<file path="config.mk">
export PLATFORM = sky130hd
export DESIGN_NAME = mon_byte_rx
export DESIGN_NICKNAME = d
export VERILOG_FILES = /design/src/rtl/mon_rx_pkg.sv /design/src/rtl/mon_rst_sync.sv /design/src/rtl/mon_rx_sampler.sv /design/src/rtl/mon_rx_fsm.sv /design/src/rtl/mon_byte_rx.sv
export SDC_FILE = /design/constraint.sdc
export NUM_CORES = 1
export LEC_CHECK = 0
export BUFFER_PORTS_ARGS = -buffer_cell sky130_fd_sc_hd__buf_2
export CAP_MARGIN = 20
export CORE_AREA = 2 2 46 56
export DETAILED_ROUTE_END_ITERATION = 7
export DIE_AREA = 0 0 48 58
export PLACE_DENSITY = 0.8
export SYNTH_ARGS = -nofsm -noshare
export SYNTH_HDL_FRONTEND = slang
export SYNTH_HIERARCHICAL = 1
export SYNTH_SLANG_ARGS = --single-unit
</file>
<file path="constraint.sdc">
create_clock -name clk -period 1.73 [get_ports clk]
set_input_delay 0.173 -clock clk [delete_from_list [all_inputs] [get_ports clk]]
set_output_delay 0.173 -clock clk [all_outputs]
set_load 0.005 [all_outputs]
</file>
<file path="src/rtl/mon_rx_pkg.sv">
package mon_rx_pkg;

  typedef enum logic [2:0] {
    RX_IDLE  = 3'd0,  // waiting for E high-to-low
    RX_CHK1  = 3'd1,  // second frame of the first byte
    RX_ACK   = 3'd2,  // byte acknowledged, A low
    RX_GAP   = 3'd3,  // E was high for one frame
    RX_PACK  = 3'd4,  // pre-acknowledge sent, acknowledge next
    RX_PABT  = 3'd5,  // pre-acknowledge sent, abort next
    RX_ABRT  = 3'd6   // single-frame A pulse sent, release next
  } rx_state_e;

endpackage

</file>
<file path="src/rtl/mon_rst_sync.sv">
module mon_rst_sync #(
  parameter int STAGES = 2
) (
  input  logic clk,
  input  logic rst_n,
  output logic rst_n_sync
);

  logic [STAGES-1:0] chain_q;

  always_ff @(posedge clk or negedge rst_n) begin
    if (!rst_n) begin
      chain_q <= '0;
    end else begin
      chain_q <= {chain_q[STAGES-2:0], 1'b1};
    end
  end

  assign rst_n_sync = chain_q[STAGES-1];

endmodule

</file>
<file path="src/rtl/mon_rx_sampler.sv">
module mon_rx_sampler #(
  parameter int BYTE_W = 8
) (
  input  logic              clk,
  input  logic              rst_n,
  input  logic              frame_stb,
  input  logic [BYTE_W-1:0] mon_byte,
  input  logic              e_n,
  output logic              prev_e_n,
  output logic              same_byte
);

  logic [BYTE_W-1:0] last_byte_q, last_byte_d;
  logic              last_e_q, last_e_d;

  always_comb begin
    last_byte_d = last_byte_q;
    last_e_d    = last_e_q;
    if (frame_stb) begin
      last_byte_d = mon_byte;
      last_e_d    = e_n;
    end
  end

  always_ff @(posedge clk or negedge rst_n) begin
    if (!rst_n) begin
      last_byte_q <= '0;
      last_e_q    <= 1'b1;
    end else begin
      last_byte_q <= last_byte_d;
      last_e_q    <= last_e_d;
    end
  end

  assign prev_e_n  = last_e_q;
  assign same_byte = (mon_byte == last_byte_q);

endmodule

</file>
<file path="src/rtl/mon_rx_fsm.sv">
module mon_rx_fsm
  import mon_rx_pkg::*;
#(
  parameter int BYTE_W = 8
) (
  input  logic              clk,
  input  logic              rst_n,
  input  logic              frame_stb,
  input  logic [BYTE_W-1:0] mon_byte,
  input  logic              e_n,
  input  logic              prev_e_n,
  input  logic              same_byte,
  output logic              a_n,
  output logic              out_valid,
  output logic [BYTE_W-1:0] out_byte,
  output logic              out_som,
  output logic              out_eom,
  output logic              out_abort
);

  rx_state_e         state_q, state_d;
  logic              a_q, a_d;
  logic              vld_q, vld_d;
  logic              som_q, som_d;
  logic              eom_q, eom_d;
  logic              abt_q, abt_d;
  logic [BYTE_W-1:0] byte_q, byte_d;

  always_comb begin
    state_d = state_q;
    a_d     = a_q;
    byte_d  = byte_q;
    vld_d   = 1'b0;
    som_d   = 1'b0;
    eom_d   = 1'b0;
    abt_d   = 1'b0;
    if (frame_stb) begin
      unique case (state_q)
        RX_IDLE: begin
          a_d = 1'b1;
          if (!e_n && prev_e_n) state_d = RX_CHK1;
        end
        RX_CHK1: begin
          a_d = 1'b0;
          if (!e_n && same_byte) begin
            vld_d   = 1'b1;
            som_d   = 1'b1;
            byte_d  = mon_byte;
            state_d = RX_ACK;
          end else begin
            abt_d   = 1'b1;
            state_d = RX_ABRT;
          end
        end
        RX_ACK, RX_PACK: begin
          a_d     = 1'b0;
          state_d = e_n ? RX_GAP : RX_ACK;
        end
        RX_GAP: begin
          if (e_n) begin
            a_d     = 1'b1;
            eom_d   = 1'b1;
            state_d = RX_IDLE;
          end else if (same_byte) begin
            a_d     = 1'b1;
            vld_d   = 1'b1;
            byte_d  = mon_byte;
            state_d = RX_PACK;
          end else begin
            a_d     = 1'b1;
            abt_d   = 1'b1;
            state_d = RX_PABT;
          end
        end
        RX_PABT, RX_ABRT: begin
          a_d     = 1'b1;
          state_d = RX_IDLE;
        end
        default: begin
          a_d     = 1'b1;
          state_d = RX_IDLE;
        end
      endcase
    end
  end

  always_ff @(posedge clk or negedge rst_n) begin
    if (!rst_n) begin
      state_q <= RX_IDLE;
      a_q     <= 1'b1;
      vld_q   <= 1'b0;
      som_q   <= 1'b0;
      eom_q   <= 1'b0;
      abt_q   <= 1'b0;
      byte_q  <= '0;
    end else begin
      state_q <= state_d;
      a_q     <= a_d;
      vld_q   <= vld_d;
      som_q   <= som_d;
      eom_q   <= eom_d;
      abt_q   <= abt_d;
      byte_q  <= byte_d;
    end
  end

  assign a_n       = a_q;
  assign out_valid = vld_q;
  assign out_byte  = byte_q;
  assign out_som   = som_q;
  assign out_eom   = eom_q;
  assign out_abort = abt_q;

  // the first byte always comes with A active
  assert_som_ack_R3: assert property (@(posedge clk) disable iff (!rst_n)
    out_som |-> (out_valid && !a_n));

  // a later byte is delivered while A shows the pre-acknowledge level
  assert_preack_R6: assert property (@(posedge clk) disable iff (!rst_n)
    (out_valid && !out_som) |-> a_n);

  // A is released when the message ends
  assert_eom_release_R8: assert property (@(posedge clk) disable iff (!rst_n)
    out_eom |-> a_n);

  // the consumer pulses exclude each other
  assert_pulse_excl_R9: assert property (@(posedge clk) disable iff (!rst_n)
    $onehot0({out_valid, out_eom, out_abort}));

  // A moves only in the clock after a strobe
  assert_a_frame_R9: assert property (@(posedge clk) disable iff (!rst_n)
    !$past(frame_stb) |-> $stable(a_n));

endmodule

</file>
<file path="src/rtl/mon_byte_rx.sv">
module mon_byte_rx #(
  parameter int BYTE_W     = 8,
  parameter int SYNC_DEPTH = 2
) (
  input  logic              clk,
  input  logic              rst_n,
  input  logic              frame_stb,
  input  logic [BYTE_W-1:0] mon_byte,
  input  logic              e_n,
  output logic              a_n,
  output logic              out_valid,
  output logic [BYTE_W-1:0] out_byte,
  output logic              out_som,
  output logic              out_eom,
  output logic              out_abort
);

  logic rst_n_int;
  logic prev_e_n;
  logic same_byte;

  mon_rst_sync #(.STAGES(SYNC_DEPTH)) u_rst (
    .clk        (clk),
    .rst_n      (rst_n),
    .rst_n_sync (rst_n_int)
  );

  mon_rx_sampler #(.BYTE_W(BYTE_W)) u_smp (
    .clk       (clk),
    .rst_n     (rst_n_int),
    .frame_stb (frame_stb),
    .mon_byte  (mon_byte),
    .e_n       (e_n),
    .prev_e_n  (prev_e_n),
    .same_byte (same_byte)
  );

  mon_rx_fsm #(.BYTE_W(BYTE_W)) u_fsm (
    .clk       (clk),
    .rst_n     (rst_n_int),
    .frame_stb (frame_stb),
    .mon_byte  (mon_byte),
    .e_n       (e_n),
    .prev_e_n  (prev_e_n),
    .same_byte (same_byte),
    .a_n       (a_n),
    .out_valid (out_valid),
    .out_byte  (out_byte),
    .out_som   (out_som),
    .out_eom   (out_eom),
    .out_abort (out_abort)
  );

endmodule

</file>
# After elaboration in Yosys (flattened, before gate mapping)
# Index checks and enable logic that the tools add are counted.
[op_classes]
add_sub_neg = 0
mul = 0
div = 0
n_lt_le_gt_ge = 0
eq_ne = 9
shift = 0
mux = 26
n_bitwise = 0
reduce_logical = 9
[ops]
columns = ["op", "count"]
rows = [
  ["2-to-1 mux 8 bit", 3],
  ["2-to-1 mux 1 bit", 16],
  ["one-hot mux 8 bit (2 select lines)", 1],
  ["one-hot mux 3 bit (4 select lines)", 1],
  ["2-to-1 mux 3 bit", 3],
  ["equality test 8 bit", 1],
  ["equality test 3 x 2 -> 1 bit, second input constant", 2],
  ["!= test 2 x 1 -> 1 bit, second input constant", 3],
  ["AND reduction 5 bit", 1],
  ["one-hot mux 1 bit (2 select lines)", 2],
  ["equality test 3 x 1 -> 1 bit, second input constant", 1],
  ["equality test 3 bit, second input constant", 1],
  ["zero test 3 bit", 1],
  ["OR reduction 3 bit", 1],
  ["logical AND 1 bit", 2],
  ["!= test 2 bit, second input constant", 1],
  ["AND reduction 2 bit", 1],
  ["nonzero test 2 bit", 1],
  ["OR reduction 2 bit", 1],
  ["zero test 1 bit", 1],
]
[word_totals]
register_bits = 27
latchBits = 0
mem_bits_rw = 0
rom_bits = 0
inputBits = 12
output_inout_bits = 13
word_cells = 54
mem_count = 0

# Logic depth before layout (Yosys ltp)
[logic_depth]
word_depth = 5
ltp_mapped = 7
ltp_nobuf = 6

# By module
# The synthesis kept the hierarchy.
[by_module_without_submodules]
columns = ["mod", "n_inst", "cells_each", "area_each_um2", "seq_area_each_um2"]
rows = [
  ["mon_rx_fsm", 1, 55, 705.7, 401.6],
  ["mon_rx_sampler", 1, 30, 459.2, 226.5],
  ["mon_rst_sync", 1, 3, 53.8, 50.0],
]

# Least setup slack after synthesis
# Ideal clock, no wire load.
[synth_timing]
path_kind = "reg-to-reg"
from = "register u_smp.last_byte_q[2]"
to = "register u_fsm.byte_q[0] (netlist: u_fsm/out_byte[0])"
setup_time_ns = 0.125
arrival_ns = 1.551
t_required_ns = 1.605
setup_slack_ns = 0.054
stages_incl_launch_ff = 8
n_path_buf = 1
synth_period_minus_slack_ns = 1.676
path_cell_list = "dfrtp_1 xnor2_1 nand4_1 nor2_1 nor2b_1 nor3b_2 buf_6 mux2_2"
[synth_between]
elab_chain_len = 4
elab_cells_between_ends = 5
cone_classes = "eq/ne: 3; reduce/logical: 2"
[synth_rtl]
columns = ["item", "line", "source"]
rows = [
  ["start, declared", "mon_rx_sampler.sv:13", "logic [BYTE_W-1:0] last_byte_q, last_byte_d;"],
  ["start signal, assigned", "mon_rx_sampler.sv:30", "last_byte_q <= last_byte_d;"],
  ["equality test 8 bit *", "mon_rx_sampler.sv:36", "assign same_byte = (mon_byte == last_byte_q);"],
  ["named net same_byte", "mon_byte_rx.sv:20", "logic same_byte;"],
  ["logical AND 1 bit", "mon_rx_fsm.sv:45", "if (!e_n && same_byte) begin"],
  ["!= test 2 x 1 -> 1 bit (no source line)", "-", ""],
  ["AND reduction 5 bit (no source line) *", "-", ""],
  ["end signal, assigned", "mon_rx_fsm.sv:103", "byte_q <= byte_d;"],
  ["end, declared", "mon_rx_fsm.sv:27", "logic [BYTE_W-1:0] byte_q, byte_d;"],
]
# The timed path passes the listed nets; every way through them passes the cells marked *.
# A chain may end at the register's enable or synchronous reset.

# Worst setup path after layout
[layout_timing]
from = "register u_smp.last_byte_q[5]"
to = "register u_fsm.byte_q[3] (netlist: u_fsm/out_byte[3])"
# Same word-level chain as after synthesis.

==> flow_summary.yaml <==
placed_design:
  gp_congestion: 0.766
  place_inst: 144
  io_buffers: 24
  dp_hpwl_um: 1440
  post-place-ws_ns: -0.104
critical_path:
  crit_type: "reg -> reg"
  worst_path_max_delay_cell: "dfrtp_1"
  cpPeakStageDelay_ns: 0.43
  cp-end-kind: "flip-flop"
  path_max_fanout: 5
  path_delay_family: "simple AND/OR/NAND/NOR gates"
  crit_arrival_ns: 2.08
  cp_num_buf_inv: 1
  cp-start-kind: "flip-flop"
  required_ns: 1.95
  cp_cell_sequence: "xnor2_1 > nand4_1 > nor2_1 > nor2b_2 > nor3b_4 > buf_4 > mux2_2"
synthesis:
  syn-num-nets: 100
  async_reset_ff_frac: 1.00
  synth_seq_cells: 27
  syn_avg_cell_area_um2: 13.8
  synthFlopType: "dfrtp_1"
  ys_seq_area_frac: 0.556
  syn_inst: 88
  ys_warn_count: 6
  syn_area_um2: 1220
  ys_types: 27
  synth-edff-count: 0
run:
  maxCapViolCount: 0
layout:
  area_growth_syn_to_layout_pct: 22.4
  drive_gt1_frac: 0.496
  layout_common_cells: "dfrtp_1, buf_2, mux2_4"
  antenna_cells: 0
  fin_util: 0.660
  fin_cells: 154
  fin_nets: 136
  final_common_cell: "dfrtp_1"
drt:
  vias_per_cell: 5.06
  wl_um: 2100
  highest_layer: "met4"
  antenna_left: 0
  drt_iter0_drc: 19
  drt-pass1-iter-count: 4
  routedWlPerCell_um: 13.7
  drcViolationCount: 0
  vias: 779
  met2_length_um: 969
  met3WireLength_um: 76
  met1_length_um: 1020
power:
  p_leak_nw: 0.736
  ir_drop_uv: 752
  p_sw_frac: 0.291
  comb_power_share: 0.220
  p_per_area_nw_per_um2: 940
  switching_power_mw: 0.408
  clockPowerShare: 0.189
  internal_power_mw: 0.995
  seqPwrFrac: 0.591
timing:
  finalHoldViolCount: 0
  fmax_mhz: 538
  max_slew.worst_pin.slew_ns: 0.505
  layout_min_cycle_time_ns: 1.86
  setup_viol: 8
  slew_viol_final: 0
  slew-limit-headroom: 0.663
  rsz0062_at_grt: "true"
  period_share: 1.07
  finalWorstSetupSlack_ns: -0.129
  skew_ns: 0.00513
global_routing:
  grt_overflow: 0
  grt_max_degree: 16
  antenna_found_initial: 0
  grt_pass1_vias: 719
  grt.total_usage: 0.161
  grt_pass1_wl_um: 3160
clocking:
  clock-root-buffer: "clkbuf_4"
  cts_made_buffers: 3
  clkSlewWorstSetupHoldPaths_ns: 0.14
  clock_sinks: 27
  clkLatencyLatePin_ns: 0.32
  clockBufferDepth: 2
  cts_max_level: 1
  cts_tree: "done"
floorplan:
  start_util: 0.540
  die_h_um: 58
  die_area_um2: 2780
  pin_count: 25
  fp.coreArea_um2: 2260
  chipWidth_um: 48
  num_rows: 19
outcome:
  status: "complete, but fails checks"
  violations: "setup timing"
hold_path:
  hold_path_class: "in -> reg"
logic make-up (layout without fill, tap and decap cells):
kind of cell,count (synthesis),count (layout),share of synthesized area
AO/OA/AOI/OAI,9,9,0.0472
XOR/XNOR,9,9,0.0647
buffers and inverters,5,40,0.0298
flip-flops,27,27,0.556
multiplexers,18,18,0.194
other,1,1,0.00308
AND/OR/NAND/NOR,19,19,0.105
cell usage after synthesis (2+ instances only):
| cell type | number | area share |
|---|---|---|
| nor2b_1 | 3 | 0.015 |
| nor2_1 | 4 | 0.012 |
| dfrtp_1 | 25 | 0.51 |
| xnor2_1 | 8 | 0.057 |
| dfstp_2 | 2 | 0.043 |
| nor3b_1 | 2 | 0.012 |
| nor4b_1 | 3 | 0.022 |
| mux2_2 | 9 | 0.083 |
| o21ai_0 | 3 | 0.012 |
| buf_2 | 2 | 0.0082 |
| mux2_4 | 9 | 0.11 |
| buf_6 | 2 | 0.018 |
| nand4_1 | 2 | 0.010 |
cell type report:
| class | count | area [um2] |
|---|---|---|
| multi-input cells | 56 | 536 |
| inverters | 1 | 3.75 |
| repair buffers | 35 | 209 |
| clock buffers | 4 | 26.3 |
| fillers | 174 | 767 |
| well taps | 31 | 38.8 |
| flip-flops and latches | 27 | 678 |
registers in the layout (all words and copies together) (netlist names):
register	count
u_fsm/out_abort	1
u_fsm/out_valid	1
u_smp/prev_e_n	1
u_fsm/out_som	1
u_smp/last_byte_q	8
u_fsm/out_eom	1
u_fsm/a_n	1
u_fsm/state_q	3
u_rst/chain_q	2
u_fsm/out_byte	8
worst paths after layout:
kind                                                  start                                to  slack (ns)  depth (start not counted)
setup / recovery           u_smp/last_byte_q[5]$_DFFE_PN0P_     u_fsm/out_byte[3]$_DFFE_PN0P_       -0.13                          7
hold / removal                                  mon_byte[1]  u_smp/last_byte_q[1]$_DFFE_PN0P_        0.12                          2
setup reg to reg           u_smp/last_byte_q[5]$_DFFE_PN0P_     u_fsm/out_byte[3]$_DFFE_PN0P_       -0.13                          7
hold reg to reg                  u_rst/chain_q[1]$_DFF_PN0_  u_smp/last_byte_q[4]$_DFFE_PN0P_        0.21                          0
max in group asynchronous        u_rst/chain_q[1]$_DFF_PN0_             u_fsm/a_n$_DFFE_PN1P_        0.88                          1
min in group asynchronous                             rst_n        u_rst/chain_q[0]$_DFF_PN0_        0.14                          2
metal layers:
| layer | track usage | vias to the layer above |
|---|---|---|
| met1 | 0.216 | 377 |
| li1 | - | 373 |
| met3 | 0.0280 | 4 |
| met2 | 0.242 | 25 |
| met5 | 0 | - |
| met4 | 0.0849 | 0 |
worst reg2reg max path: cells and delay by family, from the launching register on:
| kind | cells | cell delay, ns |
|---|---|---|
| xor+xnor | 1 | 0.17 |
| buf+inv | 1 | 0.18 |
| simple gates | 4 | 0.67 |
| flops | 1 | 0.43 |
| mux | 1 | 0.33 |
per-stage QoR:
| step | TNS, ns | hold slack [ns] | instance area [um2] | power [mW] |
|---|---|---|---|---|
| global route | -1.55 | 0.0955 | 1490 | 1.48 |
| CTS | -0.672 | 0.108 | 1430 | 1.40 |
| finish | -0.894 | 0.117 | 1490 | 1.40 |
| detailed placement | -0.772 | -0.0391 | 1380 | 1.13 |
| floorplan | 0 | -0.123 | 1220 | 1.05 |
| global placement | -0.424 | -0.0409 | 1380 | 1.12 |
power groups by stage:
stage                     sequential [mW]  combinational (mW)  clock (mW)
after floorplan                     0.785               0.263           0
after global placement              0.832               0.284           0
after detailed placement            0.836               0.293           0
after CTS                           0.825               0.295       0.277
after global routing                0.843               0.337       0.303
final                               0.829               0.309       0.265
what timing repair did:
| item | in CTS | in global routing |
|---|---|---|
| hold buffers | 1 | 0 |
| pin swaps | 0 | 5 |
| gates cloned | 0 | 1 |
| endpoints found under the hold margin | 2 | 0 |
| setup endpoints to repair | 8 | 8 |
| setup buffers | 0 | 4 |
| resized for setup | 3 | 7 |
No activity file was read; power rests on OpenSTA's default activity.
